==> src/rtl/uart_int_pkg.sv <==
package uart_int_pkg;
  localparam int EN_W   = 4;
  localparam int ERR_W  = 4;
  localparam int MDM_W  = 4;
  localparam int ID_W   = 8;
  localparam int CODE_W = 4;
  localparam int NUM_SRC = 5;

  typedef enum logic [CODE_W-1:0] {
    CODE_MODEM   = 4'h0,
    CODE_NONE    = 4'h1,
    CODE_THRE    = 4'h2,
    CODE_RXDATA  = 4'h4,
    CODE_LINE    = 4'h6,
    CODE_TIMEOUT = 4'hC
  } int_code_e;

  // enable register bit positions
  localparam int EN_RX   = 0;
  localparam int EN_TX   = 1;
  localparam int EN_LINE = 2;
  localparam int EN_MDM  = 3;

  // index 0 is the highest priority
  function automatic int_code_e src_code(input int idx);
    case (idx)
      0:       return CODE_LINE;
      1:       return CODE_TIMEOUT;
      2:       return CODE_RXDATA;
      3:       return CODE_THRE;
      default: return CODE_MODEM;
    endcase
  endfunction

  localparam logic [3:0] FIFO_TAG = 4'hC;
endpackage

==> src/rtl/uart_int_enable.sv <==
module uart_int_enable
  import uart_int_pkg::*;
(
  input  logic            clk,
  input  logic            rst,
  input  logic            wr,
  input  logic [EN_W-1:0] wdata,
  output logic [EN_W-1:0] en_q,
  output logic [EN_W-1:0] en_next,
  output logic            tx_bit_toggled
);
  always_comb begin
    en_next = wr ? wdata : en_q;
  end

  assign tx_bit_toggled = wr && (wdata[EN_TX] != en_q[EN_TX]);

  always_ff @(posedge clk) begin
    if (rst) en_q <= '0;
    else     en_q <= en_next;
  end
endmodule

==> src/rtl/uart_int_thre_latch.sv <==
module uart_int_thre_latch (
  input  logic clk,
  input  logic rst,
  input  logic rearm,
  input  logic rearm_en,
  input  logic thr_empty,
  input  logic thr_wr,
  input  logic rd_clear,
  output logic pend_q,
  output logic pend_next
);
  logic empty_prev;
  logic empty_rise;

  assign empty_rise = thr_empty && !empty_prev;

  always_comb begin
    pend_next = pend_q;
    if (rearm)           pend_next = rearm_en && thr_empty;
    else if (thr_wr)     pend_next = 1'b0;
    else if (empty_rise) pend_next = 1'b1;
    else if (rd_clear)   pend_next = 1'b0;
  end

  always_ff @(posedge clk) begin
    if (rst) begin
      pend_q     <= 1'b0;
      empty_prev <= 1'b1;
    end else begin
      pend_q     <= pend_next;
      empty_prev <= thr_empty;
    end
  end
endmodule

==> src/rtl/uart_int_encoder.sv <==
module uart_int_encoder
  import uart_int_pkg::*;
#(
  parameter int CNT_W = 5
) (
  input  logic [EN_W-1:0]  en,
  input  logic             tx_pend,
  input  logic [ERR_W-1:0] lsr_err,
  input  logic             data_rdy,
  input  logic             fifo_on,
  input  logic [CNT_W-1:0] rx_count,
  input  logic [CNT_W-1:0] rx_trig,
  input  logic             tmo_pend,
  input  logic [MDM_W-1:0] msr_delta,
  output int_code_e        code
);
  logic [NUM_SRC-1:0] req;
  logic               level_met;

  assign level_met = !fifo_on || (rx_count >= rx_trig);

  assign req[0] = en[EN_LINE] && (|lsr_err);
  assign req[1] = en[EN_RX]   && tmo_pend;
  assign req[2] = en[EN_RX]   && data_rdy && level_met;
  assign req[3] = en[EN_TX]   && tx_pend;
  assign req[4] = en[EN_MDM]  && (|msr_delta);

  always_comb begin
    code = CODE_NONE;
    for (int i = NUM_SRC - 1; i >= 0; i--) begin
      if (req[i]) code = src_code(i);
    end
  end
endmodule

==> src/rtl/uart_int_prioritizer.sv <==
module uart_int_prioritizer
  import uart_int_pkg::*;
#(
  parameter int CNT_W = 5
) (
  input  logic             clk,
  input  logic             rst,
  input  logic             en_wr,
  input  logic [3:0]       en_wdata,
  input  logic             id_rd,
  input  logic             thr_wr,
  input  logic             fifo_on,
  input  logic [3:0]       lsr_err,
  input  logic             data_rdy,
  input  logic [CNT_W-1:0] rx_count,
  input  logic [CNT_W-1:0] rx_trig,
  input  logic             tmo_pend,
  input  logic             thr_empty,
  input  logic [3:0]       msr_delta,
  output logic [3:0]       int_en,
  output logic [7:0]       int_id,
  output logic             irq
);
  logic [EN_W-1:0] en_q;
  logic [EN_W-1:0] en_next;
  logic            tx_toggle;
  logic            pend_q;
  logic            pend_next;
  logic            rd_clear;
  int_code_e       code;
  logic [ID_W-1:0] id_q;
  logic            irq_q;

  uart_int_enable u_enable (
    .clk            (clk),
    .rst            (rst),
    .wr             (en_wr),
    .wdata          (en_wdata),
    .en_q           (en_q),
    .en_next        (en_next),
    .tx_bit_toggled (tx_toggle)
  );

  assign rd_clear = id_rd && (id_q[CODE_W-1:0] == CODE_THRE);

  uart_int_thre_latch u_thre (
    .clk       (clk),
    .rst       (rst),
    .rearm     (tx_toggle),
    .rearm_en  (en_next[EN_TX]),
    .thr_empty (thr_empty),
    .thr_wr    (thr_wr),
    .rd_clear  (rd_clear),
    .pend_q    (pend_q),
    .pend_next (pend_next)
  );

  uart_int_encoder #(.CNT_W(CNT_W)) u_enc (
    .en        (en_next),
    .tx_pend   (pend_next),
    .lsr_err   (lsr_err),
    .data_rdy  (data_rdy),
    .fifo_on   (fifo_on),
    .rx_count  (rx_count),
    .rx_trig   (rx_trig),
    .tmo_pend  (tmo_pend),
    .msr_delta (msr_delta),
    .code      (code)
  );

  always_ff @(posedge clk) begin
    if (rst) begin
      id_q  <= {{(ID_W-CODE_W){1'b0}}, CODE_NONE};
      irq_q <= 1'b0;
    end else begin
      id_q  <= {(fifo_on ? FIFO_TAG : 4'h0), code};
      irq_q <= (code != CODE_NONE);
    end
  end

  assign int_en = en_q;
  assign int_id = id_q;
  assign irq    = irq_q;
endmodule

==> config.mk <==
export PLATFORM = sky130hd
export DESIGN_NAME = uart_int_prioritizer
export DESIGN_NICKNAME = d
export VERILOG_FILES = /design/src/rtl/uart_int_pkg.sv /design/src/rtl/uart_int_enable.sv /design/src/rtl/uart_int_thre_latch.sv /design/src/rtl/uart_int_encoder.sv /design/src/rtl/uart_int_prioritizer.sv
export SDC_FILE = /design/constraint.sdc
export NUM_CORES = 1
export LEC_CHECK = 0
export ABC_AREA = 1
export BUFFER_PORTS_ARGS = -buffer_cell sky130_fd_sc_hd__buf_2
export CORE_UTILIZATION = 41
export CTS_CLUSTER_DIAMETER = 200
export CTS_CLUSTER_SIZE = 10
export DETAILED_ROUTE_END_ITERATION = 10
export MAX_ROUTING_LAYER = met4
export PLACE_DENSITY = 0.78
export SLEW_MARGIN = 20
export SYNTH_ARGS = -nofsm -noshare
export SYNTH_HDL_FRONTEND = slang
export SYNTH_SLANG_ARGS = --single-unit
export TNS_END_PERCENT = 1
==> constraint.sdc <==
create_clock -name clk -period 1.6 [get_ports clk]
set_clock_uncertainty 0.1 [all_clocks]
set_input_delay 0.32 -clock clk [delete_from_list [all_inputs] [get_ports clk]]
set_output_delay 0.32 -clock clk [all_outputs]
set_load 0.1 [all_outputs]
After elaboration in Yosys (flattened, before gate mapping)
Cells that the tools add are included.
{"block": "totals", "register_bits": 15, "out_inout_bits": 13, "word_cells": 35}
{"block": "op_classes", "order_cmp": 1, "reduce_logical": 15, "n_eq_ne": 3, "muxes": 11}
{"op": "4-bit two-way mux", "n": 4}
{"op": "1-bit logical AND", "n": 10}
{"op": "4-bit OR reduction", "n": 2}
{"op": "5-bit greater-or-equal comparator", "n": 1}
{"op": "1-bit two-way mux", "n": 5}
{"op": "4-bit by 2-bit equality test with 1-bit output (second input constant)", "n": 1}
{"op": "4-bit by 1-bit != test with 1-bit output (second input constant)", "n": 1}
{"op": "3-bit two-way mux", "n": 1}
{"op": "1-bit logical NOT", "n": 2}
{"op": "2-bit two-way mux", "n": 1}
{"op": "1-bit logical OR", "n": 1}
{"op": "1-bit != test", "n": 1}

Longest topological paths before layout
{"block": "depth", "depth_word": 12, "mapped_depth": 12, "depth_no_buf": 12}

Hierarchy
Synthesis repeated with hierarchy kept, for this count alone.
{"block": "hier_totals", "hier_cells": 120, "hier_area_um2": 755.7}
{"module": "uart_int_encoder", "seq_area_each_um2": 0.0, "area_each_um2": 239.0, "n_inst": 1, "cells_per_inst": 42}
{"module": "uart_int_prioritizer", "seq_area_each_um2": 120.1, "area_each_um2": 217.7, "n_inst": 1, "cells_per_inst": 28}
{"module": "uart_int_enable", "seq_area_each_um2": 80.1, "area_each_um2": 206.4, "n_inst": 1, "cells_per_inst": 37}
{"module": "uart_int_thre_latch", "seq_area_each_um2": 40.0, "area_each_um2": 92.6, "n_inst": 1, "cells_per_inst": 13}

Least setup slack after synthesis
No wires, ideal clock.
{"block": "synth_timing", "kind": "flip-flop to output port", "from": "reg, netlist name int_id[6]", "to": "out int_id[7]", "stages_incl_launch_ff": 2, "t_required_ns": 1.180, "setup_slack_ns": -0.176, "t_arrival_ns": 1.356, "cell_sequence": "dfxtp_1 -> buf_4"}
{"element": "end, declared", "line": "uart_int_prioritizer.sv:21", "rtl": "output logic [7:0] int_id,"}

Worst setup path in the final report
{"block": "layout_timing", "from": "reg u_enable.en_q[1]", "to": "out int_en[1]"}
{"element": "start, declared", "line": "uart_int_enable.sv:8", "rtl": "output logic [EN_W-1:0] en_q,"}
{"element": "start signal, assigned", "line": "uart_int_enable.sv:20", "rtl": "else en_q <= en_next;"}
{"element": "end, declared", "line": "uart_int_prioritizer.sv:20", "rtl": "output logic [3:0] int_en,"}
No word-level cell between the ends.

==> results by group <==
Status
  – Status: finished, final reports clean

Logic synthesis
  – Yosys top cell by area: dfxtp_1
  – Cells after Synth: 104
  – Post-synthesis mux area share: 0%
  – Most common cell in the netlist: inv_1
  – Post-synthesis sequential area ratio: 34.7%
  – #FFs+latches synth: 12
  – Synth Cell Area: 692 um^2
  – Main combinational cell family by area after synthesis: simple AND/OR/NAND/NOR gates
  – Post-Syn Area per Cell: 6.65 um^2
  – Synth top area cells: dfxtp_1 (35%), inv_1 (12%), nand2_1 (11%), ha_1 (9.0%), nor2_1 (8.7%)
  – EDFF count, synth: 0
  – Post-synth cell types: 22
  – Yosys top cell area share: 34.7%
  – Adder-Cell Fraction of Synth Area: 9.04%
  – Commonest cells post-synth: inv_1 (23), nand2_1 (20), nor2_1 (16), dfxtp_1 (12), ha_1 (5)
  – Xor/xnor share of the synthesized area: 0%
  – Main synth FF type: dfxtp_1
  – Synth warnings: 0
  – Compound-cell area share of the yosys netlist: 10.8%
  – Simple-Gate Fraction of Synth Area: 28.0%
  – Post-synth ARST share: 0%

Clock network
  – CTS buffer count: 3
  – Clock sink total: 12
  – Hold-fix buffer count after cts: 0
  – Root buf cell: clkbuf_4
  – Max clock buf depth: 2
  – H-Tree Depth: 1
  – Clock Latency Late Sink: 0.27 ns
  – # Post-CTS Setup Buffers: 0
  – Clock Pin Slew Worst Setup and Hold Paths: 0.07 ns
  – CTS tree: done
  – Post-cts resize count: 0

Critical path
  – Cells on worst reg2reg path: 7
  – CP max FO: 4
  – Critical path's largest stage delay: 0.44 ns
  – CP Data Arrival Time: 1.08 ns
  – Endpoint class of the critical path: output port
  – Crit path max-delay cell type: buf_2
  – CP Cell Sequence: buf_2
  – R2r setup slk: 0.24 ns
  – Crit path kind: reg2out
  – Worst Path Buf+Inv: 1
  – Worst EP required: 1.18 ns
  – CP top delay family: buffers and inverters
  – Worst r2r src: u_enable.en_q[0]$_SDFF_PP0_
  – Crit start category: flop
  – RR Endpoint: int_id[2]$_SDFF_PP0_

Floorplanning
  – Die Y: 43.1 um
  – Die ar.: 0.00186 mm^2
  – Die width: 43.1 um
  – Core area: 0.00154 mm^2
  – Starting Density: 44.9%
  – Rows: 14
  – Io pins: 44

Power
  – Clock share of power: 26.9%
  – Flop pwr share: 37.0%
  – Peak supply drop: 0.533 mV
  – Switch Pwr: 0.351 mW
  – Lkg Pwr: 0.580 nW
  – Sw Ratio: 39.6%
  – Pint: 0.536 mW
  – Power per cell area: 952 mW/mm^2
  – Combinational cell fraction of total power: 36.1%

Layout
  – Area grow syn2layout: 34.7%
  – Finished layout cell area: 932 um^2
  – NumNets Final: 183
  – Fillers: 150
  – Finished Layout Cells: 162
  – Share of layout cells above drive strength 1: 34.9%
  – N_diodes: 0

Drt
  – Vias/cell: 4.48
  – Routed via count: 725
  – DRC violations left: 0
  – Post-route ant nets: 0
  – Drt first pass iters: 4
  – First DRT Iteration DRCs: 8
  – Routed length per instance: 8.39 um
  – Final WL: 1360 um

Worst hold path
  – Hold path endpoint: u_thre.empty_prev$_SDFF_PP1_
  – HP Start: thr_empty
  – Hold Path Class: in2reg
  – WHS Path Cells: 3

Global routing
  – GRT Total Usage: 16.6%
  – Vias in the first global route: 590
  – Largest net degree at the start of global routing: 11
  – Total gr overflow: 0
  – Antenna violations before repair: 0
  – First-pass GRT wire length: 2210 um

STA
  – Hold Vio Cnt, Final: 0
  – Slew Viols, Final: 0
  – # setup viols final: 0
  – RSZ-0062 raised after global routing: no
  – Final period util: 93.9%
  – Final worst slack: 0.0972 ns
  – F_max: 665 MHz
  – Min Tclk post-route: 1.50 ns

Placement
  – Post-DP Area: 896 um^2
  – DP Worst Slack: -0.0870 ns
  – Placer Congestion: 0.736
  – PortBufs: 41
  – DPL Wire Length: 1170 um
  – Cells after DPL: 158

Flow run
  – Max-cap violations: 0
cell families after synthesis:
family,after synthesis
compound gates,12
fa+ha+maj,5
buf+inv,28
flops,12
other cells,1
simple gates,46
power by group through the flow:
| stage | clock network (mW) | registers, mW | logic, mW |
|---|---|---|---|
| after floorplan | 0 | 0.471 | 0.120 |
| after global placement | 0 | 0.335 | 0.316 |
| after detailed placement | 0 | 0.336 | 0.322 |
| after CTS | 0.250 | 0.328 | 0.322 |
| after global routing | 0.261 | 0.330 | 0.346 |
| final | 0.239 | 0.328 | 0.320 |
worst max-delay path by stage:
stage / from / cells past startpoint / end / slack (ns)
after global routing: u_enable.en_q[1]$_SDFF_PP0_ / 1 / int_en[1] / 0.05
after global placement: rx_count[2] / 10 / int_id[2]$_SDFF_PP0_ / 0.0007
after floorplan: u_enable.en_q[1]$_SDFF_PP0_ / 7 / irq$_SDFF_PP0_ / -0.16
after detailed placement: rx_count[2] / 12 / int_id[2]$_SDFF_PP0_ / -0.09
after CTS: u_enable.en_q[1]$_SDFF_PP0_ / 1 / int_en[1] / 0.08
final: u_enable.en_q[1]$_SDFF_PP0_ / 1 / int_en[1] / 0.1
layout by cell type (no fill, tap or decap):
master    count
clkbuf_4      3
a21oi_2       1
o21bai_1      1
ha_1          5
inv_1        23
a21oi_1       4
nor3_1        2
nand2_2       1
nand2_1      20
dfxtp_1      11
or2_1         3
o21ai_2       1
or2_2         1
buf_2        41
inv_2         1
clkbuf_8      1
o21ai_0       2
o21ai_1       1
nand3_1       1
conb_1        2
o21a_1        2
nor2_1       16
dfxtp_2       1
nand4_1       2
layer usage:
metal / track usage (%) / part of all wire [%] / routed length (um)
met4: 9.09 / 1.0 / 14
met1: 16.8 / 43 / 586
met2: 28.1 / 49 / 660
met5: - / 0 / 0
met3: 5.11 / 7.2 / 98
flip-flops by register name, summed over array words and instances, names as in the netlist:
name	flops
u_thre.empty_prev	1
u_thre.pend_q	1
irq	1
int_id	5
u_enable.en_q	4
cell type report:
cell class                 count  area [um^2]  share of cell area, %
multi-input combinational     65          339                   36.4
timing repair buffer          41          205                   22.0
tap                           16         20.0                   2.15
sequential                    12          241                   25.9
clock buffer                   4         36.3                   3.89
inverter                      24         90.1                   9.66
per-stage QoR:
stage	utilization [%]	hold slack [ns]	TNS [ns]	total power, mW
2_1_floorplan	-	0.312	-0.707	0.591
3_3_place_gp	58.1	0.421	0	0.651
3_5_place_dp	58.1	0.431	-0.122	0.657
4_1_cts	60.5	0.137	0	0.901
5_1_grt	60.5	0.152	0	0.937
6_report	60.5	0.145	0	0.887
Note: power is estimated with default switching activity, not from simulation.
